## config.mk

```make
export PLATFORM = sky130hd
export DESIGN_NAME = divcode_decoder
export DESIGN_NICKNAME = d
export VERILOG_FILES = /design/src/rtl/divcode_pkg.sv /design/src/rtl/divcode_step.sv /design/src/rtl/divcode_special.sv /design/src/rtl/divcode_decoder.sv
export SDC_FILE = /design/constraint.sdc
export NUM_CORES = 1
export LEC_CHECK = 0
export CORE_MARGIN = 2
export CORE_UTILIZATION = 30
export CTS_CLUSTER_SIZE = 8
export DETAILED_ROUTE_END_ITERATION = 6
export SLEW_MARGIN = 10
export SYNTH_ARGS = -nofsm -noshare
export SYNTH_HDL_FRONTEND = slang
export SYNTH_SLANG_ARGS = --single-unit
```

## constraint.sdc

```tcl
create_clock -name clk -period 2.7 [get_ports clk]
set_input_delay 0.27 -clock clk [delete_from_list [all_inputs] [get_ports clk]]
set_output_delay 0.27 -clock clk [all_outputs]
set_load 0.05 [all_outputs]
```

## src/rtl/divcode_pkg.sv

```systemverilog
package divcode_pkg;
   typedef enum logic [1:0] {
      FAM_PRE  = 2'd0,
      FAM_POST = 2'd1,
      FAM_FB   = 2'd2,
      FAM_RSVD = 2'd3
   } fam_e;
endpackage

```

## src/rtl/divcode_step.sv

```systemverilog
module divcode_step #(
   parameter int         W    = 8,
   parameter logic [W-1:0] TAPS = '0
) (
   input  logic [W-1:0] cur,
   output logic [W-1:0] nxt
);
   if (W < 2) begin : g_bad_w
      $error("divcode_step: register width must be at least 2");
   end

   always_comb begin
      nxt        = cur >> 1;
      nxt[W-1]   = ^(cur & TAPS);
   end
endmodule

```

## src/rtl/divcode_special.sv

```systemverilog
module divcode_special
   import divcode_pkg::*;
#(
   parameter int CW     = 17,
   parameter int N_CW   = 10,
   parameter int P_CW   = 7,
   parameter int M_CW   = 17,
   parameter int N_ZERO = 'h3FF,
   parameter int N_ONE  = 'h302,
   parameter int N_TWO  = 'h202,
   parameter int P_ZERO = 'h7F,
   parameter int P_ONE  = 'h62,
   parameter int P_TWO  = 'h42,
   parameter int M_ZERO = 'h1FFFF,
   parameter int M_ONE  = 'h18003,
   parameter int M_TWO  = 'h10003
) (
   input  fam_e          fam,
   input  logic [CW-1:0] code,
   output logic          hit,
   output logic [1:0]    sval
);
   if (N_CW > CW || P_CW > CW || M_CW > CW) begin : g_bad_cw
      $error("divcode_special: family code wider than code port");
   end

   logic [N_CW-1:0] c_n;
   logic [P_CW-1:0] c_p;
   logic [M_CW-1:0] c_m;

   assign c_n = code[N_CW-1:0];
   assign c_p = code[P_CW-1:0];
   assign c_m = code[M_CW-1:0];

   always_comb begin
      hit  = 1'b0;
      sval = 2'd0;
      unique case (fam)
         FAM_PRE: begin
            if (c_n == N_CW'(N_ZERO))     begin hit = 1'b1; sval = 2'd0; end
            else if (c_n == N_CW'(N_ONE)) begin hit = 1'b1; sval = 2'd1; end
            else if (c_n == N_CW'(N_TWO)) begin hit = 1'b1; sval = 2'd2; end
         end
         FAM_POST: begin
            if (c_p == P_CW'(P_ZERO))     begin hit = 1'b1; sval = 2'd0; end
            else if (c_p == P_CW'(P_ONE)) begin hit = 1'b1; sval = 2'd1; end
            else if (c_p == P_CW'(P_TWO)) begin hit = 1'b1; sval = 2'd2; end
         end
         FAM_FB: begin
            if (c_m == M_CW'(M_ZERO))     begin hit = 1'b1; sval = 2'd0; end
            else if (c_m == M_CW'(M_ONE)) begin hit = 1'b1; sval = 2'd1; end
            else if (c_m == M_CW'(M_TWO)) begin hit = 1'b1; sval = 2'd2; end
         end
         default: begin
            hit  = 1'b0;
            sval = 2'd0;
         end
      endcase
   end
endmodule

```

## src/rtl/divcode_decoder.sv

```systemverilog
module divcode_decoder
   import divcode_pkg::*;
#(
   parameter int N_CW   = 10,
   parameter int P_CW   = 7,
   parameter int M_CW   = 17,
   parameter int N_LW   = 8,
   parameter int P_LW   = 5,
   parameter int M_LW   = 15,
   parameter int N_SEED = 'h80,
   parameter int P_SEED = 'h10,
   parameter int M_SEED = 'h4000,
   parameter int N_TAPS = 'h1D,
   parameter int P_TAPS = 'h05,
   parameter int M_TAPS = 'h0003,
   parameter int N_MAX  = 256,
   parameter int P_MAX  = 32,
   parameter int M_MAX  = 32768,
   parameter int LAST   = 3,
   localparam int CW    = (N_CW > P_CW) ? ((N_CW > M_CW) ? N_CW : M_CW)
                                        : ((P_CW > M_CW) ? P_CW : M_CW),
   localparam int LW    = (N_LW > P_LW) ? ((N_LW > M_LW) ? N_LW : M_LW)
                                        : ((P_LW > M_LW) ? P_LW : M_LW),
   localparam int MAXC  = (N_MAX > P_MAX) ? ((N_MAX > M_MAX) ? N_MAX : M_MAX)
                                          : ((P_MAX > M_MAX) ? P_MAX : M_MAX),
   localparam int VW    = $clog2(MAXC + 1)
) (
   input  logic          clk,
   input  logic          rst_n,
   input  logic          start,
   input  logic [1:0]    mode,
   input  logic [CW-1:0] code,
   output logic          busy,
   output logic          done,
   output logic [VW-1:0] value,
   output logic          not_found
);
   if (N_LW > N_CW || P_LW > P_CW || M_LW > M_CW) begin : g_bad_lw
      $error("divcode_decoder: register wider than its code");
   end
   if (LAST < 1 || LAST > P_MAX || LAST > N_MAX || LAST > M_MAX) begin : g_bad_last
      $error("divcode_decoder: final candidate outside the window");
   end

   typedef enum logic {ST_IDLE = 1'b0, ST_SEARCH = 1'b1} st_e;

   st_e            st_q;
   fam_e           fam_in, fam_q;
   logic [CW-1:0]  code_q, mask_in;
   logic [LW-1:0]  lfsr_q, seed_in, nxt_sel;
   logic [VW-1:0]  cnt_q, max_in;
   logic [VW-1:0]  val_q;
   logic           nf_q, done_q;
   logic           sp_hit, match;
   logic [1:0]     sp_val;
   logic [N_LW-1:0] n_nxt;
   logic [P_LW-1:0] p_nxt;
   logic [M_LW-1:0] m_nxt;

   assign fam_in = fam_e'(mode);

   divcode_special #(
      .CW(CW), .N_CW(N_CW), .P_CW(P_CW), .M_CW(M_CW)
   ) u_special (
      .fam (fam_in),
      .code(code),
      .hit (sp_hit),
      .sval(sp_val)
   );

   divcode_step #(.W(N_LW), .TAPS(N_LW'(N_TAPS))) u_step_n (
      .cur(lfsr_q[N_LW-1:0]), .nxt(n_nxt));
   divcode_step #(.W(P_LW), .TAPS(P_LW'(P_TAPS))) u_step_p (
      .cur(lfsr_q[P_LW-1:0]), .nxt(p_nxt));
   divcode_step #(.W(M_LW), .TAPS(M_LW'(M_TAPS))) u_step_m (
      .cur(lfsr_q[M_LW-1:0]), .nxt(m_nxt));

   always_comb begin
      mask_in = '0;
      seed_in = '0;
      max_in  = '0;
      unique case (fam_in)
         FAM_PRE:  begin mask_in = CW'((64'd1 << N_CW) - 1); seed_in = LW'(N_SEED); max_in = VW'(N_MAX); end
         FAM_POST: begin mask_in = CW'((64'd1 << P_CW) - 1); seed_in = LW'(P_SEED); max_in = VW'(P_MAX); end
         FAM_FB:   begin mask_in = CW'((64'd1 << M_CW) - 1); seed_in = LW'(M_SEED); max_in = VW'(M_MAX); end
         default:  begin mask_in = '0; seed_in = '0; max_in = '0; end
      endcase
   end

   always_comb begin
      unique case (fam_q)
         FAM_PRE:  nxt_sel = LW'(n_nxt);
         FAM_POST: nxt_sel = LW'(p_nxt);
         FAM_FB:   nxt_sel = LW'(m_nxt);
         default:  nxt_sel = '0;
      endcase
   end

   assign match = (CW'(nxt_sel) == code_q);

   always_ff @(posedge clk or negedge rst_n) begin
      if (!rst_n) begin
         st_q   <= ST_IDLE;
         fam_q  <= FAM_PRE;
         code_q <= '0;
         lfsr_q <= '0;
         cnt_q  <= '0;
         val_q  <= '0;
         nf_q   <= 1'b0;
         done_q <= 1'b0;
      end else begin
         done_q <= 1'b0;
         unique case (st_q)
            ST_IDLE: begin
               if (start) begin
                  fam_q  <= fam_in;
                  code_q <= code & mask_in;
                  if (fam_in == FAM_RSVD) begin
                     val_q  <= '1;
                     nf_q   <= 1'b1;
                     done_q <= 1'b1;
                  end else if (sp_hit) begin
                     val_q  <= VW'(sp_val);
                     nf_q   <= 1'b0;
                     done_q <= 1'b1;
                  end else begin
                     lfsr_q <= seed_in;
                     cnt_q  <= max_in;
                     st_q   <= ST_SEARCH;
                  end
               end
            end
            ST_SEARCH: begin
               if (match) begin
                  val_q  <= cnt_q;
                  nf_q   <= 1'b0;
                  done_q <= 1'b1;
                  st_q   <= ST_IDLE;
               end else if (cnt_q == VW'(LAST)) begin
                  val_q  <= '1;
                  nf_q   <= 1'b1;
                  done_q <= 1'b1;
                  st_q   <= ST_IDLE;
               end else begin
                  lfsr_q <= nxt_sel;
                  cnt_q  <= cnt_q - 1'b1;
               end
            end
            default: st_q <= ST_IDLE;
         endcase
      end
   end

   assign busy      = (st_q == ST_SEARCH);
   assign done      = done_q;
   assign value     = val_q;
   assign not_found = nf_q;


   done_one_cycle_chk: assert property (@(posedge clk) disable iff (!rst_n)
      done |=> !done);


   busy_done_excl_chk: assert property (@(posedge clk) disable iff (!rst_n)
      busy |-> !done);


   req_hold_chk: assert property (@(posedge clk) disable iff (!rst_n)
      busy |=> ($stable(code_q) && $stable(fam_q)));


   count_step_chk: assert property (@(posedge clk) disable iff (!rst_n)
      busy |=> (!busy || cnt_q == $past(cnt_q) - 1'b1));


   count_floor_chk: assert property (@(posedge clk) disable iff (!rst_n)
      busy |-> cnt_q >= VW'(LAST));


   result_hold_chk: assert property (@(posedge clk) disable iff (!rst_n)
      !($stable(value) && $stable(not_found)) |-> done);


   rsvd_miss_chk: assert property (@(posedge clk) disable iff (!rst_n)
      (done && fam_q == FAM_RSVD) |-> (not_found && value == '1));
endmodule

```

=== Yosys cells after proc, flatten, opt, wreduce, memory -nomap -nowiden ===
Cells that the tools add are included.

* Add/sub/neg operators: 1
* Multiply operators: 0
* Divide/modulo/power cells: 0
* Magnitude comparators: 0
* Equal/unequal tests: 23
* Shifts and indexed selects: 0
* Multiplexer cells: 60
* Bitwise operators: 2
* Reductions and logical operators: 8

{| class="wikitable"
|+ Operators by type and width
! operator !! count
|-
| 2-to-1 mux 16 bit || 10
|-
| case mux 15 bit (3 select lines) || 2
|-
| 2-to-1 mux 15 bit || 5
|-
| case mux 16 bit (2 select lines) || 2
|-
| == test 17 bit, second input constant || 3
|-
| case mux 17 bit (3 select lines) || 1
|-
| case mux 16 bit (3 select lines) || 1
|-
| == test 10 bit, second input constant || 3
|-
| case mux 15 bit (2 select lines) || 1
|-
| 2-to-1 mux 1 bit || 24
|-
| == test 7 bit, second input constant || 3
|-
| 2-to-1 mux 2 bit || 9
|-
| bitwise AND 17 bit || 1
|-
| == test 15 x 17 -> 1 bit || 1
|-
| == test 16 x 2 -> 1 bit, second input constant || 1
|-
| subtractor 16 x 1 -> 16 bit, second input constant || 1
|-
| parity 15 bit || 1
|-
| inequality test 2 bit, second input constant || 5
|-
| parity 8 bit || 1
|-
| == test 2 bit, second input constant || 3
|-
| case mux 1 bit (2 select lines) || 3
|-
| case mux 2 bit (3 select lines) || 1
|-
| AND reduction 5 bit || 1
|-
| parity 5 bit || 1
|-
| other kinds (8) || 10
|}

* Flip-flop bits (word level): 69
* Bits in latches: 0
* Bits in writable memories: 0
* Bits in read-only memories: 0
* Input bits: 22
* Output and inout bits: 19
* Logic and storage cells: 102
* Memories kept: 0

=== Depth between registers and ports, before layout ===
Gate-level depths: netlist (run 1).

* Depth after elaboration: 9
* Gate-level depth with buffers: 10
* Mapped depth without buffers: 9

=== Modules after synthesis ===
Synthesis (run 1) repeated with hierarchy kept, for this count alone.

* Cells, all modules: 475
* Area total of the unflattened synthesis: 4,540.6 um2

{| class="wikitable"
|+ By module, submodules not included
! module !! instances !! cells each !! area each (um2) !! seq. area each (um2)
|-
| divcode_decoder || 1 || 410 || 4,068.9 || 1,726.7
|-
| divcode_special || 1 || 35 || 240.2 || 0.0
|-
| divcode_step (u_step_m) || 1 || 15 || 113.9 || 0.0
|-
| divcode_step (u_step_n) || 1 || 10 || 78.8 || 0.0
|-
| divcode_step (u_step_p) || 1 || 5 || 38.8 || 0.0
|}

=== Worst setup path after synthesis (run 1) ===
No wires, ideal clock.

* Path kind: register to register
* Start point: register cnt_q[0]
* End point: register cnt_q[14]
* Setup time: 0.126 ns
* Arrival: 2.530 ns
* Data required time: 2.574 ns
* Setup slack: 0.044 ns
* Stages on the path, launching flop included: 10
* Path buffers: 0
* Period minus slack after synthesis: 2.656 ns
* Path through: dfrtp_1 > inv_1 > ha_1 > or3b_1 > or3_1 > or4b_1 > or3_1 > nand2_1 > nor3_1 > a221o_1

* Cells in the longest elaborated chain, start to end: 4
* Elaborated cells on any way between the ends: 7
* Classes of those cells: add/sub: 1; eq/ne: 2; mux: 3; reduce/logical: 1

{| class="wikitable"
|+ Ends and longest elaborated chain
! item !! line !! text
|-
| start: declaration || divcode_decoder.sv:51 || <nowiki>logic [VW-1:0] cnt_q, max_in;</nowiki>
|-
| start signal: assignment || divcode_decoder.sv:128 || <nowiki>cnt_q <= max_in;</nowiki>
|-
| start signal: assignment || divcode_decoder.sv:146 || <nowiki>cnt_q <= cnt_q - 1'b1;</nowiki>
|-
| subtractor 16 x 1 -> 16 bit || divcode_decoder.sv:146 ||
|-
| 2-to-1 mux 16 bit || divcode_decoder.sv:139 || <nowiki>end else if (cnt_q == VW'(LAST)) begin</nowiki>
|-
| 2-to-1 mux 16 bit || divcode_decoder.sv:134 || <nowiki>if (match) begin</nowiki>
|-
| case mux 16 bit (2 select lines) || divcode_decoder.sv:113 || <nowiki>unique case (st_q)</nowiki>
|}

Several ways; a longest one is shown, not always the timed one. The select of a mux whose other input is x is not followed.
A chain may end at the register's enable or synchronous reset.

=== Worst setup path in the final report (run 1) ===
* Start point: register cnt_q[1]
* End point: register cnt_q[14]

Same word-level chain as after synthesis.

==> results of run 1 <==
## state kept, by name (all words and copies together) (netlist names)
name	flops
lfsr_q	15
fam_q	2
value	16
code_q	17
done	1
cnt_q	16
busy	1
not_found	1
## Yosys cell counts (7+ instances only)
cell type	instances
a21oi_1	8
a221o_1	9
a22o_1	13
buf_2	8
clkbuf_1	9
dfrtp_1	69
inv_1	28
mux2i_1	12
nand2_1	45
nand2b_1	8
nand3_1	9
nor2_1	14
nor2b_1	11
nor3_1	11
nor4_1	7
o21ai_0	14
o221ai_1	13
## worst max-delay path by stage
stage | endpoint | start | slack (ns) | cells past startpoint
finish | cnt_q[14]$_DFFE_PN0P_ | cnt_q[1]$_DFFE_PN0P_ | 0.01 | 9
global route | cnt_q[14]$_DFFE_PN0P_ | cnt_q[1]$_DFFE_PN0P_ | -0.06 | 9
CTS | cnt_q[14]$_DFFE_PN0P_ | cnt_q[0]$_DFFE_PN0P_ | -0.005 | 9
detailed placement | lfsr_q[14]$_DFFE_PN0P_ | code[13] | -0.06 | 9
global placement | value[14]$_DFFE_PN0P_ | fam_q[0]$_DFFE_PN0P_ | 0.004 | 10
floorplan | cnt_q[14]$_DFFE_PN0P_ | cnt_q[0]$_DFFE_PN0P_ | 0.04 | 9
## cells by family after synthesis
group | share of synthesized area
buffers and inverters | 0.05333
flip-flops | 0.4488
XOR/XNOR | 0.01821
adder cells (fa/ha/maj) | 0.006503
AO/OA/AOI/OAI | 0.2046
multiplexers | 0.05073
AND/OR/NAND/NOR | 0.2179
## repair_timing
item / 4_1_cts / 5_1_grt
hold endpoints to repair: 0 / 0
pin swaps: 0 / 2
resized for setup: 7 / 14
setup buffers: 0 / 4
endpoints found under the setup margin: 19 / 37
hold buffers: 0 / 0
## metal layers
metal / vias to the layer above / share of wire / GRT usage
met3: 20 / 0.028 / 0.01596
met2: 72 / 0.49 / 0.2678
li1: 1654 / - / -
met4: 0 / 0.023 / 0.07373
met5: - / 0 / 0
met1: 1735 / 0.46 / 0.2233
## power groups by stage
stage	combinational, mW	sequential [mW]	clock, mW
2_1_floorplan	1.54	2.16	0
3_3_place_gp	2.88	1.85	0
3_5_place_dp	2.93	1.87	0
4_1_cts	2.96	1.86	1.22
5_1_grt	3.34	1.92	1.26
6_report	3.06	1.86	1.21
## critical path, cell delays in order, from the launching register on
cell and delay, ns:
dfrtp_1 0.39, inv_2 0.09, ha_4 0.14, or3b_4 0.38
or3_4 0.34, or4b_4 0.51, or3_4 0.35, nand2_1 0.07
nor3_1 0.04, a221o_1 0.26
## metrics by stage
stage           TNS [ns]  power, mW  utilization  setup WS [ns]
2_1_floorplan          0      3.704            -        0.04426
3_3_place_gp           0      4.731       0.3809       0.004329
3_5_place_dp      -1.040      4.803       0.3809       -0.06209
4_1_cts        -0.004951      6.037       0.4070      -0.004951
5_1_grt         -0.08904      6.532       0.4129       -0.05597
6_report               0      6.128       0.4129        0.01416
## cell type report
class                      count  area (um2)
clock inverter                 3       43.79
inverter                      31       116.4
timing repair buffer          96       848.3
clock buffer                  13       260.3
multi-input combinational    278        1977
tap                          172       215.2
fill                        1219        7378
sequential                    69        1729
==> metrics.log, run 1 <==
INFO  metric vias = roughly 3500
INFO  metric synthArstFlopShare = 1.000
INFO  metric cts_max_level = 3
INFO  metric worstSetupPathType = flop to flop
INFO  metric placedInstanceArea = between 4000 and 5000 um2
INFO  metric proportion_of_synthesized_chip_area_in_sequential_cells = 0.4488
INFO  metric floorplan.initialDensity = 0.3061
INFO  metric worst_r2r_startpoint = cnt_q[1]$_DFFE_PN0P_
INFO  metric worst-endpoint-required = between 2 and 3 ns
INFO  metric gr-usage-all-layers = 0.1648
INFO  metric worst-r2r-cell-count = 9
INFO  metric post-dp-hpwl = 7859 um
INFO  metric setup.worst_path.start_class = flop
INFO  metric syn-cell-area = about 3800 um2
INFO  metric clock_slew_at_reported_path_ffs = about 0.060 ns
INFO  metric clockBufferDepth = 2
INFO  metric fp-row-count = roughly 40
INFO  metric fp.dieH = approximately 120 um
INFO  metric drtAntennaViolNets = 0
INFO  metric gpl.final_weighted_congestion = 0.8675
INFO  metric commonest_non_fill_non_tap_cell_in_the_layout = dfrtp_1
INFO  metric share_of_post_route_cells_with_drive_strength_above_1 = 0.2163
INFO  metric cp_max_fo = 3
INFO  metric timing.max_slew.rel_slack = 0.4785
INFO  metric antenna_found_initial = 0
INFO  metric number_of_top_level_design_ports = 41
INFO  metric wire_length_of_the_first_global_routing_pass = 17510 um
INFO  metric syn_to_final_growth = 34.89%
INFO  metric tightestPinTransition = slightly below 0.8 ns
INFO  metric worstHoldPathType = input pin to asynchronous set/reset pin
INFO  metric count_of_flip_flops_with_a_built_in_enable_after_synthesis = 0
INFO  metric global_route.overflow_total = 0
INFO  metric placement.io_buffers = 40
INFO  metric p_sw_frac = 0.4102
INFO  metric ys_dominant_reg_cell = dfrtp_1
INFO  metric cts-buffers-inserted = 9
INFO  metric most-common-layout-cells = dfrtp_1, buf_4, nand2_1
INFO  metric postLayoutCellArea = 5190 um2
INFO  metric crit_path_end_kind = flop
INFO  metric placed_cells_incl_taps = roughly 640
INFO  metric power_density = around 1200 nW/um2
INFO  metric power_internal = 3.614 mW
INFO  metric fin_skew = 0.01047 ns
INFO  metric combPwrFrac = 0.499
INFO  metric detailedRoute.firstIterationViolations = approximately 180
INFO  metric final_layout_net_count = just over 500
INFO  metric worst_r2r_endpoint = cnt_q[14]$_DFFE_PN0P_
INFO  metric regToRegSetupSlack = approximately 0.014 ns
INFO  metric synth_area_leaders = dfrtp_1, nand2_1, mux2i_1
INFO  metric viasPerCell = 5.258
INFO  metric final_cells = about 660
INFO  metric max_cap_viol_count = 0
INFO  metric synth.top_cell.area_share = 0.4488
INFO  metric route.detailed.wl_per_inst = between 15 and 20 um
INFO  metric final_period_demand_of_the_worst_path = around 2.7 ns
INFO  metric finalHoldWorstSlack = ~0.016 ns
INFO  metric power_frac_seq = 0.304
INFO  metric first_pass_iters = 4
INFO  metric floorplan.die_area = 13750 um2
INFO  metric syn_avg_cell_area = around 9.7 um2
INFO  metric grt_max_degree = 38
INFO  metric layout_worst_path_cycle_share = 0.9948
INFO  metric power_leakage = between 2 and 2.5 nW
INFO  metric setup_repair_after_global_routing_missed_its_margin = yes
INFO  metric power.share.clock = 0.197
INFO  metric count_of_state_elements_after_synthesis = roughly 70
INFO  metric ir_drop = between 0.6 and 0.7 mV
INFO  metric cts_tree = yes
INFO  metric final_max_slew_viol_count = 0
INFO  metric antennaDiodeCount = 0
INFO  metric crit_arrival = 2.90 ns
INFO  metric maxClockFrequency = between 300 and 400 MHz
INFO  metric die_width = 117.2 um
INFO  metric clock_tree.root_cell = clkbuf_16
INFO  metric p_switching = about 2.5 mW
INFO  metric synthCells = about 400
INFO  metric ys_warn_count = 0
INFO  metric worstSkewPairLatency = between 0.3 and 0.4 ns
INFO  metric grt_pass1_vias = around 3400
INFO  metric hold_violations = 0
INFO  metric yosysUniqueCellTypes = around 70
INFO  metric totalWireLength = around 11000 um
INFO  metric setup-violations-final = 0
INFO  metric cts.sink_count = 69
INFO  metric result_of_the_run = finished, final reports clean
INFO  metric mappedNetlistNets = 421
INFO  metric remaining_drc_errors = 0
INFO  metric core_area = ~13000 um2
INFO  metric synth.largest_area_cell = dfrtp_1
No activity file was read; power rests on OpenSTA's default activity.
==> run 2, diff against run 1 <==
--- a/config.mk
+++ b/config.mk
@@ -6,7 +6,7 @@
 export NUM_CORES = 1
 export LEC_CHECK = 0
 export CORE_MARGIN = 2
-export CORE_UTILIZATION = 30
+export CORE_UTILIZATION = 39
 export CTS_CLUSTER_SIZE = 8
 export DETAILED_ROUTE_END_ITERATION = 6
 export SLEW_MARGIN = 10
==> metrics.log, run 2 (same netlist as run 1, synthesis figures left out) <==
INFO  metric cts_max_level = 3
INFO  metric final_period_demand_of_the_worst_path = roughly 2.7 ns
INFO  metric result_of_the_run = finished, final reports clean
INFO  metric placed_cells_incl_taps = ~590
INFO  metric setup.worst_path.start_class = flop
INFO  metric totalWireLength = 10330 um
INFO  metric placement.io_buffers = 40
INFO  metric cpMaxStageDelayCell = or4b_4
INFO  metric setup-violations-final = 0
INFO  metric ir_drop = a little over 0.8 mV
INFO  metric worstHoldPathType = input pin to asynchronous set/reset pin
INFO  metric p_switching = ~2.5 mW
INFO  metric worst-endpoint-required = between 2 and 3 ns
INFO  metric detailedRoute.firstIterationViolations = roughly 160
INFO  metric worst-r2r-cell-count = 9
INFO  metric gpl.final_weighted_congestion = between 0.9 and 1
INFO  metric die_width = 103.3 um
INFO  metric floorplan.die_area = roughly 11000 um2
INFO  metric cts-buffers-inserted = 9
INFO  metric timing.max_slew.rel_slack = 0.4099
INFO  metric viasPerCell = 5.567
INFO  metric crit_family = simple AND/OR/NAND/NOR gates
INFO  metric clock_tree.root_cell = clkbuf_8
INFO  metric largest_register_ff_count = 17
INFO  metric cts.sink_count = a little under 70
INFO  metric fp.dieH = 103.3 um
INFO  metric power_frac_seq = 0.326
INFO  metric gr-usage-all-layers = 0.2081
INFO  metric path_buf_inv = 1
INFO  metric totalPowerFinal = about 5.8 mW
INFO  metric floorplan.initialDensity = 0.3973
INFO  metric final_cells = 614
INFO  metric first_pass_iters = 4
INFO  metric antennaDiodeCount = 0
INFO  metric hold_violations = 0
INFO  metric power_leakage = between 2 and 2.5 nW
INFO  metric critPathMostFrequentCell = or3_4
INFO  metric cts_tree = yes
INFO  metric fin_skew = ~0.008 ns
INFO  metric clock_slew_at_reported_path_ffs = ~0.070 ns
INFO  metric crit_arrival = around 3 ns
INFO  metric worst_r2r_endpoint = cnt_q[14]$_DFFE_PN0P_
INFO  metric global_route.overflow_total = 0
INFO  metric worst_r2r_startpoint = cnt_q[0]$_DFFE_PN0P_
INFO  metric crit_chain = inv_2 > ha_4 > or3b_4 > or3_4 > or4b_4 > or3_4 > nand2_2 > nor3_1 > a221o_1
INFO  metric maxClockFrequency = 372.7 MHz
INFO  metric layout_worst_path_cycle_share = 0.9936
INFO  metric final_layout_net_count = 500
INFO  metric grt_pass1_vias = between 3000 and 4000
INFO  metric vias = 3418
INFO  metric final_max_slew_viol_count = 0
INFO  metric combPwrFrac = 0.514
INFO  metric post-place-ws = -0.001987 ns
INFO  metric cts-hold-fix-buffers = 0
INFO  metric core_area = between 9000 and 10000 um2
INFO  metric route.detailed.wl_per_inst = between 15 and 20 um
INFO  metric worst_slack = around 0.017 ns
INFO  metric share_of_post_route_cells_with_drive_strength_above_1 = 0.2100
INFO  metric power_density = between 1000 and 1500 nW/um2
INFO  metric post-dp-hpwl = around 7300 um
INFO  metric number_of_top_level_design_ports = slightly above 40
INFO  metric wire_length_of_the_first_global_routing_pass = around 17000 um
INFO  metric fp-row-count = 36
INFO  metric worstSetupPathType = flop to flop
INFO  metric antenna_found_initial = 0
INFO  metric crit_path_end_kind = flop
INFO  metric clockBufferDepth = 2
INFO  metric regToRegSetupSlack = roughly 0.017 ns
INFO  metric most-common-layout-cells = dfrtp_1, nand2_1, buf_4
INFO  metric commonest_non_fill_non_tap_cell_in_the_layout = dfrtp_1
INFO  metric grt_max_degree = 70
INFO  metric remaining_drc_errors = 0
INFO  metric max_flop_register = code_q
INFO  metric p_sw_frac = 0.4298
INFO  metric worstSkewPairLatency = between 0.3 and 0.4 ns
INFO  metric drtAntennaViolNets = 0
INFO  metric max_stage_delay = roughly 0.50 ns
INFO  metric tightestPinTransition = 0.8851 ns
INFO  metric setup-tns-final = 0 ns
INFO  metric cp_max_fo = 3
INFO  metric setup_repair_after_global_routing_missed_its_margin = yes
INFO  metric max_cap_viol_count = 0
INFO  metric power.share.clock = 0.159
INFO  metric power_internal = ~3.3 mW
INFO  metric syn_to_final_growth = 29.79%
==> run 2: cell count changes in the layout (fill, tap and decap cells not counted), moves of 2 or more <==
cell	delta
clkbuf_8	+10
clkbuf_16	-9
buf_4	-9
clkinvlp_4	+2
clkbuf_1	-2
==> run 2: final cells by class <==
class | count | area, um2
Timing Repair Buffer | 87 | 780.7
Inverter | 31 | 116.4
Tap cell | 133 | 166.4
Sequential cell | 69 | 1729
Clock buffer | 12 | 165.2
Fill cell | 913 | 4691
Clock inverter | 4 | 53.80
Multi-Input combinational cell | 278 | 1982
==> run 2: layer usage <==
| metal | share of wire | track usage |
|---|---|---|
| met3 | 0.038 | 0.02487 |
| met4 | 0.012 | 0.07389 |
| met1 | 0.48 | 0.3074 |
| met5 | 0 | 0 |
| met2 | 0.47 | 0.3167 |
==> run 2: repair_timing <==
item	CTS	global route
setup buffers	0	4
endpoints found under the setup margin	9	48
gates resized for setup	2	20
pin swaps	0	4
==> run 2: power by group through the flow <==
stage	clock, mW	combinational (mW)	sequential [mW]
global route	0.988	3.23	1.96
global placement	0	2.82	1.87
CTS	0.940	2.88	1.87
finish	0.922	2.98	1.89
detailed placement	0	2.86	1.88
floorplan	0	1.54	2.16
==> run 2: per-stage QoR <==
step | area, um2 | hold slack [ns] | utilization
5_1_grt | 4994 | 0.1859 | 0.5156
6_report | 4994 | 0.09826 | 0.5156
2_1_floorplan | 3847 | -0.02559 | -
3_5_place_dp | 4671 | 0.4814 | 0.4823
3_3_place_gp | 4671 | 0.4721 | 0.4823
4_1_cts | 4900 | 0.1584 | 0.5059
==> run 2: how the worst max path moves through the flow <==
stage / from / end / slack [ns] / depth (start not counted)
5_1_grt: cnt_q[0]$_DFFE_PN0P_ / cnt_q[14]$_DFFE_PN0P_ / -0.05 / 9
6_report: cnt_q[0]$_DFFE_PN0P_ / cnt_q[14]$_DFFE_PN0P_ / 0.02 / 9
2_1_floorplan: cnt_q[0]$_DFFE_PN0P_ / cnt_q[14]$_DFFE_PN0P_ / 0.04 / 9
3_3_place_gp: code[12] / cnt_q[2]$_DFFE_PN0P_ / 0.02 / 9
3_5_place_dp: cnt_q[0]$_DFFE_PN0P_ / cnt_q[14]$_DFFE_PN0P_ / -0.002 / 9
4_1_cts: cnt_q[0]$_DFFE_PN0P_ / cnt_q[14]$_DFFE_PN0P_ / 0.01 / 9
